`src/rtl/flash_mux_pkg.sv`:
```
package flash_mux_pkg;

  typedef enum logic [1:0] {
    SZ_BYTE  = 2'b00,
    SZ_WORD  = 2'b01,
    SZ_DWORD = 2'b10,
    SZ_DWALT = 2'b11
  } acc_size_e;

  typedef enum logic [2:0] {
    ST_IDLE,
    ST_ASTB,
    ST_AHLD,
    ST_TURN,
    ST_READ,
    ST_DONE
  } ctl_state_e;

  // index of the last byte lane used by an access of the given size
  function automatic logic [1:0] last_lane(input logic [1:0] sz);
    case (acc_size_e'(sz))
      SZ_BYTE: return 2'd0;
      SZ_WORD: return 2'd1;
      default: return 2'd3;
    endcase
  endfunction

endpackage

```
`src/rtl/fmc_window_sense.sv`:
```
module fmc_window_sense #(
  parameter int ADDR_W = 20
) (
  input  logic              clk,
  input  logic              rst_n,
  input  logic [1:0]        sense_in,
  output logic              sensed,
  output logic [ADDR_W-1:0] win_mask
);
  localparam int BITS_64K  = 16;
  localparam int BITS_128K = 17;
  localparam int BITS_512K = 19;
  localparam int BITS_1M   = 20;

  logic [1:0] code_q;
  logic       done_q;

  always_ff @(posedge clk or negedge rst_n) begin
    if (!rst_n) begin
      code_q <= 2'b11;
      done_q <= 1'b0;
    end else if (!done_q) begin
      code_q <= sense_in;
      done_q <= 1'b1;
    end
  end

  int              nbits;
  logic [ADDR_W:0] one_sh;

  always_comb begin
    case (code_q)
      2'b00:   nbits = BITS_64K;
      2'b01:   nbits = BITS_128K;
      2'b10:   nbits = BITS_512K;
      default: nbits = BITS_1M;
    endcase
    if (nbits > ADDR_W) nbits = ADDR_W;
    one_sh   = (ADDR_W+1)'(1) << nbits;
    win_mask = one_sh[ADDR_W-1:0] - ADDR_W'(1);
  end

  assign sensed = done_q;

endmodule

```
`src/rtl/fmc_addr_align.sv`:
```
module fmc_addr_align
  import flash_mux_pkg::*;
#(
  parameter int ADDR_W = 20
) (
  input  logic [ADDR_W-1:0] raw_addr,
  input  logic [1:0]        size,
  input  logic [ADDR_W-1:0] win_mask,
  output logic [ADDR_W-1:0] addr
);
  logic [ADDR_W-1:0] clipped;

  always_comb begin
    clipped = raw_addr & win_mask;
    case (acc_size_e'(size))
      SZ_BYTE: addr = clipped;
      SZ_WORD: addr = {clipped[ADDR_W-1:1], 1'b0};
      default: addr = {clipped[ADDR_W-1:2], 2'b00};
    endcase
  end

endmodule

```
`src/rtl/fmc_read_pack.sv`:
```
module fmc_read_pack #(
  parameter int BUS_W = 8,
  parameter int LANES = 4,
  localparam int IDX_W = $clog2(LANES)
) (
  input  logic               clk,
  input  logic               rst_n,
  input  logic               clear,
  input  logic               cap_en,
  input  logic [IDX_W-1:0]   lane_idx,
  input  logic [BUS_W-1:0]   din,
  output logic [LANES*BUS_W-1:0] dout
);
  for (genvar g = 0; g < LANES; g++) begin : g_lane
    logic [BUS_W-1:0] lane_q;
    always_ff @(posedge clk or negedge rst_n) begin
      if (!rst_n)
        lane_q <= '0;
      else if (clear)
        lane_q <= '0;
      else if (cap_en && lane_idx == IDX_W'(g))
        lane_q <= din;
    end
    assign dout[g*BUS_W +: BUS_W] = lane_q;
  end

endmodule

```
`src/rtl/flash_mux_ctrl.sv`:
```
module flash_mux_ctrl
  import flash_mux_pkg::*;
#(
  parameter int ADDR_W = 20,
  parameter int BUS_W  = 8,
  parameter int DATA_W = 32,
  parameter int RD_CYC = 3,
  localparam int NADR  = (ADDR_W + BUS_W - 1) / BUS_W
) (
  input  logic              clk,
  input  logic              rst_n,
  input  logic              req_valid,
  output logic              req_ready,
  input  logic [ADDR_W-1:0] req_addr,
  input  logic [1:0]        req_size,
  output logic              rsp_valid,
  output logic [DATA_W-1:0] rsp_data,
  input  logic [BUS_W-1:0]  bus_in,
  output logic [BUS_W-1:0]  bus_out,
  output logic              bus_oe,
  output logic [NADR-1:0]   lat_stb,
  output logic              rom_rd
);
  localparam int LANES = DATA_W / BUS_W;
  localparam int IDX_W = $clog2(LANES);
  localparam int AIX_W = (NADR > 1) ? $clog2(NADR) : 1;
  localparam int CNT_W = $clog2(RD_CYC + 1);
  localparam int PAD_W = NADR * BUS_W;

  ctl_state_e        st_q;
  logic [ADDR_W-1:0] addr_q;
  logic [AIX_W-1:0]  aidx_q;
  logic [IDX_W-1:0]  lane_q;
  logic [IDX_W-1:0]  last_q;
  logic [CNT_W-1:0]  rcnt_q;

  logic              sensed;
  logic [ADDR_W-1:0] win_mask;
  logic [ADDR_W-1:0] aligned;
  logic              accept;
  logic              cap_en;
  logic [PAD_W-1:0]  addr_pad;
  logic [1:0]        last_sz;

  fmc_window_sense #(.ADDR_W(ADDR_W)) u_sense (
    .clk      (clk),
    .rst_n    (rst_n),
    .sense_in (bus_in[2:1]),
    .sensed   (sensed),
    .win_mask (win_mask)
  );

  fmc_addr_align #(.ADDR_W(ADDR_W)) u_align (
    .raw_addr (req_addr),
    .size     (req_size),
    .win_mask (win_mask),
    .addr     (aligned)
  );

  fmc_read_pack #(.BUS_W(BUS_W), .LANES(LANES)) u_pack (
    .clk      (clk),
    .rst_n    (rst_n),
    .clear    (accept),
    .cap_en   (cap_en),
    .lane_idx (lane_q),
    .din      (bus_in),
    .dout     (rsp_data)
  );

  assign req_ready = (st_q == ST_IDLE) && sensed;
  assign accept    = req_valid && req_ready;
  assign cap_en    = (st_q == ST_READ) && (rcnt_q == CNT_W'(RD_CYC - 1));
  assign last_sz   = last_lane(req_size);
  assign addr_pad  = PAD_W'(addr_q);

  always_ff @(posedge clk or negedge rst_n) begin
    if (!rst_n) begin
      st_q   <= ST_IDLE;
      addr_q <= '0;
      aidx_q <= '0;
      lane_q <= '0;
      last_q <= '0;
      rcnt_q <= '0;
    end else begin
      case (st_q)
        ST_IDLE: begin
          if (accept) begin
            addr_q <= aligned;
            last_q <= IDX_W'(last_sz);
            lane_q <= '0;
            aidx_q <= '0;
            st_q   <= ST_ASTB;
          end
        end
        ST_ASTB: st_q <= ST_AHLD;
        ST_AHLD: begin
          if (aidx_q == AIX_W'(NADR - 1) || lane_q != '0) begin
            st_q <= ST_TURN;
          end else begin
            aidx_q <= aidx_q + AIX_W'(1);
            st_q   <= ST_ASTB;
          end
        end
        ST_TURN: begin
          rcnt_q <= '0;
          st_q   <= ST_READ;
        end
        ST_READ: begin
          if (cap_en) begin
            if (lane_q == last_q) begin
              st_q <= ST_DONE;
            end else begin
              lane_q              <= lane_q + IDX_W'(1);
              addr_q[BUS_W-1:0]   <= addr_q[BUS_W-1:0] + BUS_W'(1);
              aidx_q              <= '0;
              st_q                <= ST_ASTB;
            end
          end else begin
            rcnt_q <= rcnt_q + CNT_W'(1);
          end
        end
        ST_DONE: st_q <= ST_IDLE;
        default: st_q <= ST_IDLE;
      endcase
    end
  end

  always_comb begin
    bus_oe  = (st_q == ST_ASTB) || (st_q == ST_AHLD);
    bus_out = bus_oe ? addr_pad[aidx_q*BUS_W +: BUS_W] : '0;
    lat_stb = '0;
    if (st_q == ST_ASTB) lat_stb[aidx_q] = 1'b1;
    rom_rd    = (st_q == ST_READ);
    rsp_valid = (st_q == ST_DONE);
  end

endmodule

```
`config.mk`:
```
export PLATFORM = sky130hd
export DESIGN_NAME = flash_mux_ctrl
export DESIGN_NICKNAME = d
export VERILOG_FILES = /design/src/rtl/flash_mux_pkg.sv /design/src/rtl/fmc_window_sense.sv /design/src/rtl/fmc_addr_align.sv /design/src/rtl/fmc_read_pack.sv /design/src/rtl/flash_mux_ctrl.sv
export SDC_FILE = /design/constraint.sdc
export NUM_CORES = 1
export LEC_CHECK = 0
export ABC_AREA = 1
export ABC_CLOCK_PERIOD_IN_PS = 3000
export BUFFER_PORTS_ARGS = -buffer_cell sky130_fd_sc_hd__buf_2
export CORE_MARGIN = 4
export CORE_UTILIZATION = 59
export CTS_CLUSTER_DIAMETER = 50
export DETAILED_ROUTE_END_ITERATION = 12
export HOLD_SLACK_MARGIN = 0.15
export PLACE_DENSITY_LB_ADDON = 0.08
export SYNTH_ARGS = -nofsm -noshare
export SYNTH_HDL_FRONTEND = slang
export SYNTH_HIERARCHICAL = 1
export SYNTH_SLANG_ARGS = --single-unit
export TNS_END_PERCENT = 50
```
`constraint.sdc`:
```
create_clock -name clk -period 3 [get_ports clk]
set_input_delay 0.6 -clock clk [delete_from_list [all_inputs] [get_ports clk]]
set_output_delay 0.6 -clock clk [all_outputs]
set_load 0.02 [all_outputs]
```
Word-level counts from Yosys, hierarchy flattened
Index checks and enable logic that the tools add are counted.
{"block": "totals", "inputBits": 33, "regBits": 66, "wordCells": 105}
{"block": "op_classes", "muxes": 35, "n_lt_le_gt_ge": 3, "bitwise": 1, "add_sub_neg": 5, "n_reduce_logical": 27, "shifts": 2, "eq_ne": 19}
{"op": "$mux 8", "count": 12}
{"op": "$shiftx 24x6->8", "count": 1}
{"op": "$and 20x20->20", "count": 1}
{"op": "$shl 1x5->20 const A", "count": 1}
{"op": "$sub 20x1->20 const B", "count": 1}
{"op": "$mux 2", "count": 8}
{"op": "$pmux 2 s2", "count": 4}
{"op": "$pmux 8 s2", "count": 1}
{"op": "$mux 3", "count": 5}
{"op": "$pmux 3 s5", "count": 1}
{"op": "$reduce_bool 2->1", "count": 7}
{"op": "$eq 2x2->1 const B", "count": 5}
{"op": "$pmux 3 s3", "count": 1}
{"op": "$add 8x1->8 const B", "count": 1}
{"op": "$logic_and 1x1->1", "count": 8}
{"op": "$ne 2x2->1 const B", "count": 4}
{"op": "$add 2x1->2 const B", "count": 3}
{"op": "$eq 2x1->1 const B", "count": 3}
{"op": "$eq 3x2->1 const B", "count": 2}
{"op": "$eq 3x3->1 const B", "count": 2}
{"op": "$logic_not 2->1", "count": 3}
{"op": "$pmux 2 s3", "count": 1}
{"op": "$reduce_and 2->1", "count": 3}
{"op": "$gt 5x5->1 const B", "count": 1}
{"op": "other kinds (12)", "count": 13}

Depth between registers and ports, before layout
Gate-level depths: netlist of run 1.
{"block": "depth", "depth_word": 10, "depth_mapped": 11, "mapped_depth_nobuf": 10}

Cells and area by module
Netlist of run 1, hierarchy kept.
{"mod": "flash_mux_ctrl", "n_inst": 1, "cells_each": 280, "area_per_inst_um2": 1938.1}
{"mod": "fmc_read_pack", "n_inst": 1, "cells_each": 163, "area_per_inst_um2": 1446.4}
{"mod": "fmc_window_sense", "n_inst": 1, "cells_each": 40, "area_per_inst_um2": 312.8}
{"mod": "fmc_addr_align", "n_inst": 1, "cells_each": 43, "area_per_inst_um2": 163.9}

Worst setup path after synthesis of run 1
Ideal clock, no wire load.
{"block": "synth_path", "path_kind": "register -> output", "startpoint": "reg st_q[2]", "endpoint": "out bus_out[4]", "path_stages_with_launch": 6, "required_time_ns": 2.400, "path_slack_ns": 0.734, "arrival_time_ns": 1.666, "path_cell_list": "dfrtp_1 > inv_2 > nand3_1 > nand2_1 > nand2_1 > a211oi_1"}
{"block": "synth_via", "elab_chain_len": 3, "elab_cells_between_ends": 4}
{"item": "start, declared", "line_no": "flash_mux_ctrl.sv:30", "source": "ctl_state_e st_q;"}
{"item": "start signal, assigned", "line_no": "flash_mux_ctrl.sv:78", "source": "st_q <= ST_IDLE;"}
{"item": "start signal, assigned", "line_no": "flash_mux_ctrl.sv:92", "source": "st_q <= ST_ASTB;"}
{"item": "start signal, assigned", "line_no": "flash_mux_ctrl.sv:95", "source": "ST_ASTB: st_q <= ST_AHLD;"}
{"item": "$eq 3x1->1 / $eq 3x2->1 (equally long branches)", "line_no": "flash_mux_ctrl.sv:129", "source": "bus_oe = (st_q == ST_ASTB) || (st_q == ST_AHLD);"}
{"item": "$logic_or 1x1->1 (*)", "line_no": "flash_mux_ctrl.sv:129"}
{"item": "via bus_oe", "line_no": "flash_mux_ctrl.sv:20", "source": "output logic bus_oe,"}
{"item": "$mux 8 (*)", "line_no": "flash_mux_ctrl.sv:130", "source": "bus_out = bus_oe ? addr_pad[aidx_q*BUS_W +: BUS_W] : '0;"}
{"item": "end, declared", "line_no": "flash_mux_ctrl.sv:19", "source": "output logic [BUS_W-1:0] bus_out,"}
The timed path passes the listed nets; every way through them passes the cells marked *.

Final worst setup path of run 1
{"block": "layout_path", "startpoint": "reg st_q[2]", "endpoint": "out bus_out[5]"}
{"block": "layout_via", "elab_chain_len": 3, "elab_cells_between_ends": 4}
{"item": "$eq 3x1->1 / $eq 3x2->1 (equally long branches)", "line_no": "flash_mux_ctrl.sv:129"}
{"item": "$logic_or 1x1->1 (*)", "line_no": "flash_mux_ctrl.sv:129"}
{"item": "$mux 8 (*)", "line_no": "flash_mux_ctrl.sv:130"}
Every way passes the cells marked *; elsewhere a longest branch is shown, timed or not.

==> flow_summary.toml, run 1 <==
[sta]
setup_tns_ps = 0
tightest_slew_ps = 837
rsz0062_at_grt = "no"
setup-violations-final = 0
max_freq_ghz = 0.391
slew_headroom_pct = 44.2
slew_viol_final = 0
clock_skew_ps = 8.94
hold_viol = 0
min_period_ps = 2560
min_period_over_period_pct = 85.3

[clocking]
cts_resized = 0
clockBufferDepth = 2
clkLatencyLatePin_ps = 350
cts_hold_buf = 0
clk_pin_slew_ps = 80
cts_tree = "yes"
post_cts_buffers = 0
cts_buffers = 9
clock-sinks = 66
cts_max_level = 3
clock-root-buffer = "clkbuf_8"

[global_route]
antenna_found_initial = 0
grt-ovfl-total = 0
grt_pass1_wl_um = 14200
globalRouteTotalUtil_pct = 23.6
grt_pass1_vias = 3022
grt_max_degree = 67

[synth]
syn_area_um2 = 3860
synthDistinctLibCells = 31
synthCells = 526
avgSynthCellArea_um2 = 7.34
synth_seq_cells = 66
yosysWarnings = 6
yosysSeqAreaShare_pct = 42.8

[drt]
drtIter0Drc = 204
ant_nets = 0
wl_per_cell_um = 13.1
finalWirelength_um = 9010
via_per_inst = 4.94
drtPass1Iterations = 5
drc = 0
via_count = 3395

[critical_path]
path_common_cell = "nand2_1"
path_cells = "inv_2, nand3_1, nand2_1, nand2_1, a211oi_1, buf_2"
arrival_ps = 1960
required_ps = 2400
critPathSlowestCell = "dfrtp_1"
path_max_fanout = 6
start_kind = "flop"
crit_type = "reg -> out"
endpoint_kind = "output pin"
max_stage_delay_ps = 440
rrSetupSlack_ps = 970

[layout]
mostFrequentLayoutCells = "nand2_1 (199), buf_2 (79), nand3_1 (68), dfrtp_1 (64), inv_1 (62)"
fin_util_pct = 70.6
antenna_cells = 0
fin_nets = 648
layout_commonest_cell = "nand2_1"
final.fill_count = 541
drive_gt1_share_pct = 23.0
area_delta_synth_final_pct = 16.1

[die]
die_area_um2 = 7900
die_x_um = 88.9
ioPinCount = 80
dieHeight_um = 88.9
start_util_pct = 60.8
rows = 29
core_um2 = 6350

[hold_path]
hp-class = "in -> async"

[placement]
dpl.hpwl_um = 6380
io_buffers = 79
gp_congestion = 0.857

[pwr]
ir_drop_uv = 421
leakage_nw = 2.77
power_density_nw_per_um2 = 808

[job]
max_cap_violations = 0

[status]
status = "complete, no violations"
## final timing paths
kind	to	start	depth (start not counted)
max in group asynchronous	addr_q[14]	rst_n	2
worst min-delay path	rcnt_q[0]	rst_n	2
min in group clk	u_sense/code_q[0]	bus_in[1]	3
worst max register to register	u_pack/g_lane[3].lane_q[4]	st_q[1]	9
worst min register to register	addr_q[10]	addr_q[10]	2
worst max-delay path	bus_out[5]	st_q[2]	6
## through the flow
stage               hold slack, ps  power [mW]  worst slack, ps  cells  cell area [um^2]
floorplan                      304        2.31              734    542              3920
global placement               469        2.66              923    671              4240
detailed placement             470        2.70              833    671              4240
CTS                            453        3.64              435    687              4480
global route                   456        3.87              326    687              4480
finish                         435        3.62              442    687              4480
## cell usage after synthesis
cell / n / share of area (%)
a211oi_1: 4 / 0.78
nor3_1: 1 / 0.13
clkbuf_1: 4 / 0.39
nand3_2: 2 / 0.52
dfstp_2: 2 / 1.4
inv_2: 11 / 1.1
nand2_1: 199 / 19
ha_1: 10 / 3.2
nand2_2: 5 / 0.81
nand3_4: 2 / 0.91
nor2_8: 2 / 1.0
nor2_2: 11 / 1.8
o31ai_1: 1 / 0.19
dfrtp_1: 64 / 41
buf_6: 1 / 0.29
o21bai_1: 2 / 0.39
nand3_1: 68 / 8.8
o21ai_0: 15 / 1.9
nor2_1: 21 / 2.0
clkinv_1: 1 / 0.097
nand2_4: 3 / 0.87
o21ai_2: 1 / 0.23
nor2b_1: 1 / 0.16
buf_2: 6 / 0.78
conb_1: 1 / 0.097
buf_4: 19 / 3.7
a21oi_1: 2 / 0.26
nor2_4: 3 / 0.87
inv_1: 62 / 6.0
xnor2_1: 1 / 0.23
nand4_1: 1 / 0.16
## report_power, final
part | total (mW) | switching, mW | internal (mW)
Combinational | 1.36 | 0.931 | 0.429
Sequential | 1.34 | 0.220 | 1.12
Clock | 0.929 | 0.370 | 0.559
Total | 3.62 | 1.52 | 2.10
## state kept, by name, indices dropped and copies added (netlist names)
signal	cells
u_sense/sensed	1
lane_q	2
st_q	3
last_q	2
aidx_q	2
u_pack/g_lane.lane_q	32
rcnt_q	2
addr_q	20
u_sense/code_q	2
## critical path: cells and delay by family (launching register included)
kind                   cells  cell delay (ps)
AO/OA/AOI/OAI              1              210
buffers and inverters      2              360
flip-flops                 1              440
AND/OR/NAND/NOR            3              600
## per-layer routing
layer  part of all wire, %  vias to the layer above  routed length, um  GRT usage, %
met2                    48                      103               4340          37.8
li1                      -                     1745                  -             -
met5                     0                        -                  0             0
met1                    44                     1536               3980          32.2
met4                   1.3                        0                114          7.55
met3                   6.5                       11                582          5.07
## cells by family (layout without fill, tap and decap cells)
| family | count (synthesis) | in the layout | synth area share (%) |
|---|---|---|---|
| AO/OA/AOI/OAI | 25 | 25 | 3.79 |
| XOR/XNOR | 1 | 1 | 0.227 |
| adder cells (fa/ha/maj) | 10 | 10 | 3.24 |
| buffers and inverters | 104 | 172 | 12.3 |
| flip-flops | 66 | 66 | 42.8 |
| other | 1 | 17 | 0.0971 |
| AND/OR/NAND/NOR | 319 | 319 | 37.5 |
## final cells by class
type	instances	area [um^2]	area share (%)
multi-input combinational	372	1790	39.9
timing repair buffer	82	418	9.32
sequential	66	1650	36.9
clock buffer	9	124	2.76
tap	77	96.3	2.15
inverter	74	278	6.19
clock inverter	7	124	2.76
Note: power is estimated with default switching activity, not from simulation.
==> run 2, diff against run 1 <==
--- a/config.mk
+++ b/config.mk
@@ -6,10 +6,10 @@
 export NUM_CORES = 1
 export LEC_CHECK = 0
 export ABC_AREA = 1
-export ABC_CLOCK_PERIOD_IN_PS = 3000
+export ABC_CLOCK_PERIOD_IN_PS = 2400
 export BUFFER_PORTS_ARGS = -buffer_cell sky130_fd_sc_hd__buf_2
 export CORE_MARGIN = 4
-export CORE_UTILIZATION = 59
+export CORE_UTILIZATION = 33
 export CTS_CLUSTER_DIAMETER = 50
 export DETAILED_ROUTE_END_ITERATION = 12
 export HOLD_SLACK_MARGIN = 0.15
==> constraint.sdc (replaced) <==
create_clock -name clk -period 2.4 [get_ports clk]
set_input_delay 0.48 -clock clk [delete_from_list [all_inputs] [get_ports clk]]
set_output_delay 0.48 -clock clk [all_outputs]
set_load 0.02 [all_outputs]
==> run 2 against run 1 <==
Count of clock-buffer cells in the layout increased by 2. Non-clock buffer count increased by 3. Power increased by 33%. Combinational power increased by 29%. Register-to-register slack got worse by 470 ps. Sequential power increased by 24%. Die area increased by 71%. Sequential share of layout area decreased by 1.5 points. First-iteration DRC count decreased by 17%. Routed wire length increased by 10%.
==> flow_summary.toml, run 2 (same netlist as run 1, synthesis figures left out) <==
[placement]
dpl_worst_slack_ps = 399
placed_cell_area_um2 = 4350
dpl.hpwl_um = 7200
dpl.cell_count = 739
gp_congestion = 0.763
io_buffers = 79

[critical_path]
cpLargestDelayFamily = "simple AND/OR/NAND/NOR gates"
required_ps = 1920
rrSetupSlack_ps = 500
reg2reg_depth = 9
arrival_ps = 1750
start_kind = "flop"
endpoint_kind = "output pin"
path_common_cell = "nand2_1"
max_stage_delay_ps = 460
crit_type = "reg -> out"
path_max_fanout = 6
critPathBufInv = 1
r2r-end = "u_pack/g_lane[3].lane_q[5]"
r2r-start = "st_q[1]"
critPathSlowestCell = "dfrtp_1"
path_cells = "nor2_1, nand2_1, nand2_2, nand2_1, a211oi_1, buf_2"

[layout]
area_delta_synth_final_pct = 21.1
fin_nets = 651
reg_top3 = "u_pack/g_lane.lane_q x32, addr_q x20, st_q x3"
top_register = "u_pack/g_lane.lane_q"
drive_gt1_share_pct = 23.3
fin_cells = 756
post-route-cell-area_um2 = 4680
largest_reg_flops = 32
antenna_cells = 0
layout_commonest_cell = "nand2_1"
mostFrequentLayoutCells = "nand2_1 (198), buf_2 (78), nand3_1 (67), dfrtp_1 (64), inv_1 (62)"

[sta]
rsz0062_at_grt = "yes"
min_period_ps = 2230
min_period_over_period_pct = 92.7
slew_headroom_pct = 58.4
layout_setup_ws_ps = 175
setup-violations-final = 0
max_freq_ghz = 0.449
clock_skew_ps = 7.40
tightest_slew_ps = 623
slew_viol_final = 0
hold_viol = 0

[drt]
wl_per_cell_um = 13.1
via_per_inst = 4.45
drc = 0
finalWirelength_um = 9930
ant_nets = 0
drtPass1Iterations = 5
via_count = 3362
drtIter0Drc = 170

[clocking]
cts_max_level = 3
clk_pin_slew_ps = 60
clock-sinks = 66
clockBufferDepth = 2
clock-root-buffer = "clkbuf_16"
cts_buffers = 9
clkLatencyLatePin_ps = 330
cts_hold_buf = 0
cts_tree = "yes"

[global_route]
grt_max_degree = 44
globalRouteTotalUtil_pct = 15.6
grt_pass1_vias = 3312
grt-ovfl-total = 0
antenna_found_initial = 0
grt_pass1_wl_um = 16400

[job]
max_cap_violations = 0

[die]
die_x_um = 116
ioPinCount = 80
start_util_pct = 33.8
die_area_um2 = 13500
core_um2 = 11400
dieHeight_um = 116
rows = 39

[status]
status = "complete, no violations"

[pwr]
ir_drop_uv = 406
power_density_nw_per_um2 = 1030
leakage_nw = 2.82

[hold_path]
hp-class = "in -> async"
-- run 2: final cells by class --
type | count | area (um^2)
multi-input cells | 372 | 1800
clock inverters | 5 | 78.8
well taps | 143 | 179
flip-flops and latches | 66 | 1650
fillers | 1248 | 6740
inverters | 74 | 278
clock buffers | 11 | 233
repair buffers | 85 | 455
-- run 2: routing by layer --
metal	global-route usage (%)	vias to the layer above	routed length (um)
met5	0	-	0
met4	5.18	0	131
met3	3.16	10	418
met2	24.4	70	4560
met1	21.8	1534	4830
li1	-	1748	-
-- run 2: repair_timing --
item                                    in CTS  in global routing
endpoints found under the setup margin       0                  4
hold endpoints to repair                     0                  0
buffers inserted                             0                  1
resized for setup                            0                  3
-- run 2: power breakdown --
part           switching [mW]  total (mW)  internal [mW]
sequential              0.267        1.66           1.40
clock                   0.492        1.40          0.908
combinational            1.18        1.75          0.566
total                    1.94        4.81           2.87
-- run 2: worst max-delay path by stage --
stage / start / endpoint / slack (ps) / cells past startpoint
after global routing: st_q[0] / bus_out[7] / -6 / 6
after floorplan: st_q[2] / bus_out[4] / 250 / 5
after detailed placement: st_q[2] / bus_out[4] / 400 / 6
after global placement: st_q[2] / bus_out[7] / 440 / 6
final: st_q[0] / bus_out[5] / 170 / 6
after CTS: st_q[2] / bus_out[4] / 30 / 6
-- run 2: worst register-to-register path: stages, from the launching register on --
cell and delay, ps:
dfrtp_1 510, nor2_4 90, nand2_1 80, nor2_2 40, nand2_2 230, inv_2 70
inv_2 460, nand2_4 170, nand2_1 90, nand2_1 50
-- run 2: through the flow --
step	hold WS (ps)	total power, mW	util (%)	TNS, ps
floorplan	184	2.89	-	0
global placement	461	3.40	38.1	0
detailed placement	465	3.42	38.1	0
CTS	169	4.85	40.8	0
global route	190	5.18	40.9	-5.73
finish	152	4.81	40.9	0
==> run 3, diff against run 2 <==
--- a/config.mk
+++ b/config.mk
@@ -6,7 +6,7 @@
 export NUM_CORES = 1
 export LEC_CHECK = 0
 export ABC_AREA = 1
-export ABC_CLOCK_PERIOD_IN_PS = 2400
+export ABC_CLOCK_PERIOD_IN_PS = 1800
 export BUFFER_PORTS_ARGS = -buffer_cell sky130_fd_sc_hd__buf_2
 export CORE_MARGIN = 4
 export CORE_UTILIZATION = 33
==> constraint.sdc (replaced) <==
create_clock -name clk -period 1.8 [get_ports clk]
set_input_delay 0.36 -clock clk [delete_from_list [all_inputs] [get_ports clk]]
set_output_delay 0.36 -clock clk [all_outputs]
set_load 0.02 [all_outputs]
==> run 3 against run 2 <==
The flow now finishes with violations (setup timing). Die area stayed put. Combinational power is 82% higher. Register-to-register slack worse by 380 ps. Sequential power is 30% higher. Largest cell class unchanged. First-iteration DRC count is 46% higher.
==> flow_summary.toml, run 3 (same netlist as run 1, synthesis figures left out) <==
[status]
status = "complete, but fails checks"
failed_checks = "setup timing"

[placement]
dpl.cell_count = 752
dpl_worst_slack_ps = 126
placed_cell_area_um2 = 4520
dpl.hpwl_um = 7150
gp_congestion = 0.769
io_buffers = 79

[sta]
min_period_over_period_pct = 104
rsz0062_at_grt = "yes"
tightest_slew_ps = 528
setup_tns_ps = -336
min_period_ps = 1860
clock_skew_ps = 6.50
hold_viol = 0
layout_setup_ws_ps = -64.0
max_freq_ghz = 0.536
hold_ws_ps = 238
setup-violations-final = 10
slew_headroom_pct = 64.8
slew_viol_final = 0

[layout]
layout_commonest_cell = "nand2_1"
area_delta_synth_final_pct = 34.6
reg_top3 = "u_pack/g_lane.lane_q x32, addr_q x20, st_q x3"
final.fill_count = 1197
drive_gt1_share_pct = 31.0
antenna_cells = 0
mostFrequentLayoutCells = "nand2_1 (194), nand3_1 (67), buf_2 (65), inv_1 (60), dfrtp_1 (60)"
fin_cells = 794
post-route-cell-area_um2 = 5200
largest_reg_flops = 32
fin_util_pct = 45.5
fin_nets = 689
seq_area_um2 = 1660
top_register = "u_pack/g_lane.lane_q"
multi_input_area_um2 = 1930

[die]
die_x_um = 116
die_area_um2 = 13500
start_util_pct = 33.8
dieHeight_um = 116
ioPinCount = 80
core_um2 = 11400
rows = 39

[global_route]
grt-ovfl-total = 0
antenna_found_initial = 0
globalRouteTotalUtil_pct = 15.7
grt_max_degree = 34
grt_pass1_vias = 3393
grt_pass1_wl_um = 16600

[clocking]
clockBufferDepth = 2
clkLatencyLatePin_ps = 330
clock-root-buffer = "clkbuf_16"
cts_tree = "yes"
cts_max_level = 3
clock-sinks = 66
cts_buffers = 9
clk_pin_slew_ps = 60

[drt]
via_per_inst = 4.45
via_count = 3535
drtIter0Drc = 248
drtPass1Iterations = 4
ant_nets = 0
wl_per_cell_um = 12.7
finalWirelength_um = 10100
drc = 0

[critical_path]
start_kind = "flop"
path_max_fanout = 4
critPathSlowestCell = "dfrtp_2"
path_cells = "inv_2, nand3_2, nand2_2, nand2_4, a211oi_4, buf_6"
required_ps = 1440
crit_type = "reg -> out"
arrival_ps = 1500
critPathBufInv = 2
endpoint_kind = "output pin"
cpLargestDelayFamily = "flip-flops"
max_stage_delay_ps = 440

[pwr]
leakage_nw = 3.02
ir_drop_uv = 802
power_density_nw_per_um2 = 1370
power.switching_mw = 2.89
p_int_mw = 4.21
seqPwrFrac_pct = 30.3
pwr-share-comb_pct = 44.8
p_clk_share_pct = 25.0
p_sw_share_pct = 40.7
power_mw = 7.10

[hold_path]
hp-class = "in -> reg"

[job]
max_cap_violations = 0
==> run 3: final timing paths <==
kind,startpoint,to,slack [ps],depth (start not counted)
max in group asynchronous,rst_n,u_pack/g_lane[0].lane_q[1],660,3
hold reg to reg,addr_q[14],addr_q[14],480,2
hold / removal,bus_in[1],u_sense/code_q[0],240,3
setup reg to reg,st_q[0],addr_q[2],120,11
setup / recovery,st_q[2],bus_out[4],-60,6
min in group asynchronous,rst_n,u_pack/g_lane[3].lane_q[1],540,2
==> run 3: final cells by class <==
cell class	count	share of cell area, %
multi-input combinational	372	37.1
timing repair buffer	123	16.2
tap	143	3.44
sequential	66	31.9
clock buffer	9	4.33
inverter	74	5.44
clock inverter	7	1.49
==> run 3: what timing repair did <==
action / in CTS / in global routing
endpoints found under the setup margin: 12 / 46
gates resized for setup: 19 / 41
gates cloned: 0 / 1
hold buffers: 1 / 0
endpoints found under the hold margin: 18 / 0
pin swaps: 2 / 9
setup buffers: 14 / 11
==> run 3: power by group through the flow <==
stage                     clock (mW)  combinational, mW  sequential [mW]
after floorplan                    0               1.76             2.24
after global placement             0               2.60             2.18
after detailed placement           0               2.62             2.18
after CTS                       1.83               2.90             2.14
after global routing            1.90               3.54             2.20
final                           1.77               3.18             2.15
==> run 3: metal layers <==
metal | up-vias | track usage [%] | wire length, um
met5 | - | 0 | 0
met4 | 0 | 4.95 | 160
met3 | 11 | 3.52 | 495
met2 | 77 | 27.1 | 4970
met1 | 1620 | 19.5 | 4470
li1 | 1827 | - | -
==> run 3: worst reg2reg max path: cells and delay by family, from the launching register on <==
kind,cells,cell delay [ps]
buffers and inverters,4,470
AND/OR/NAND/NOR,7,730
flip-flops,1,430
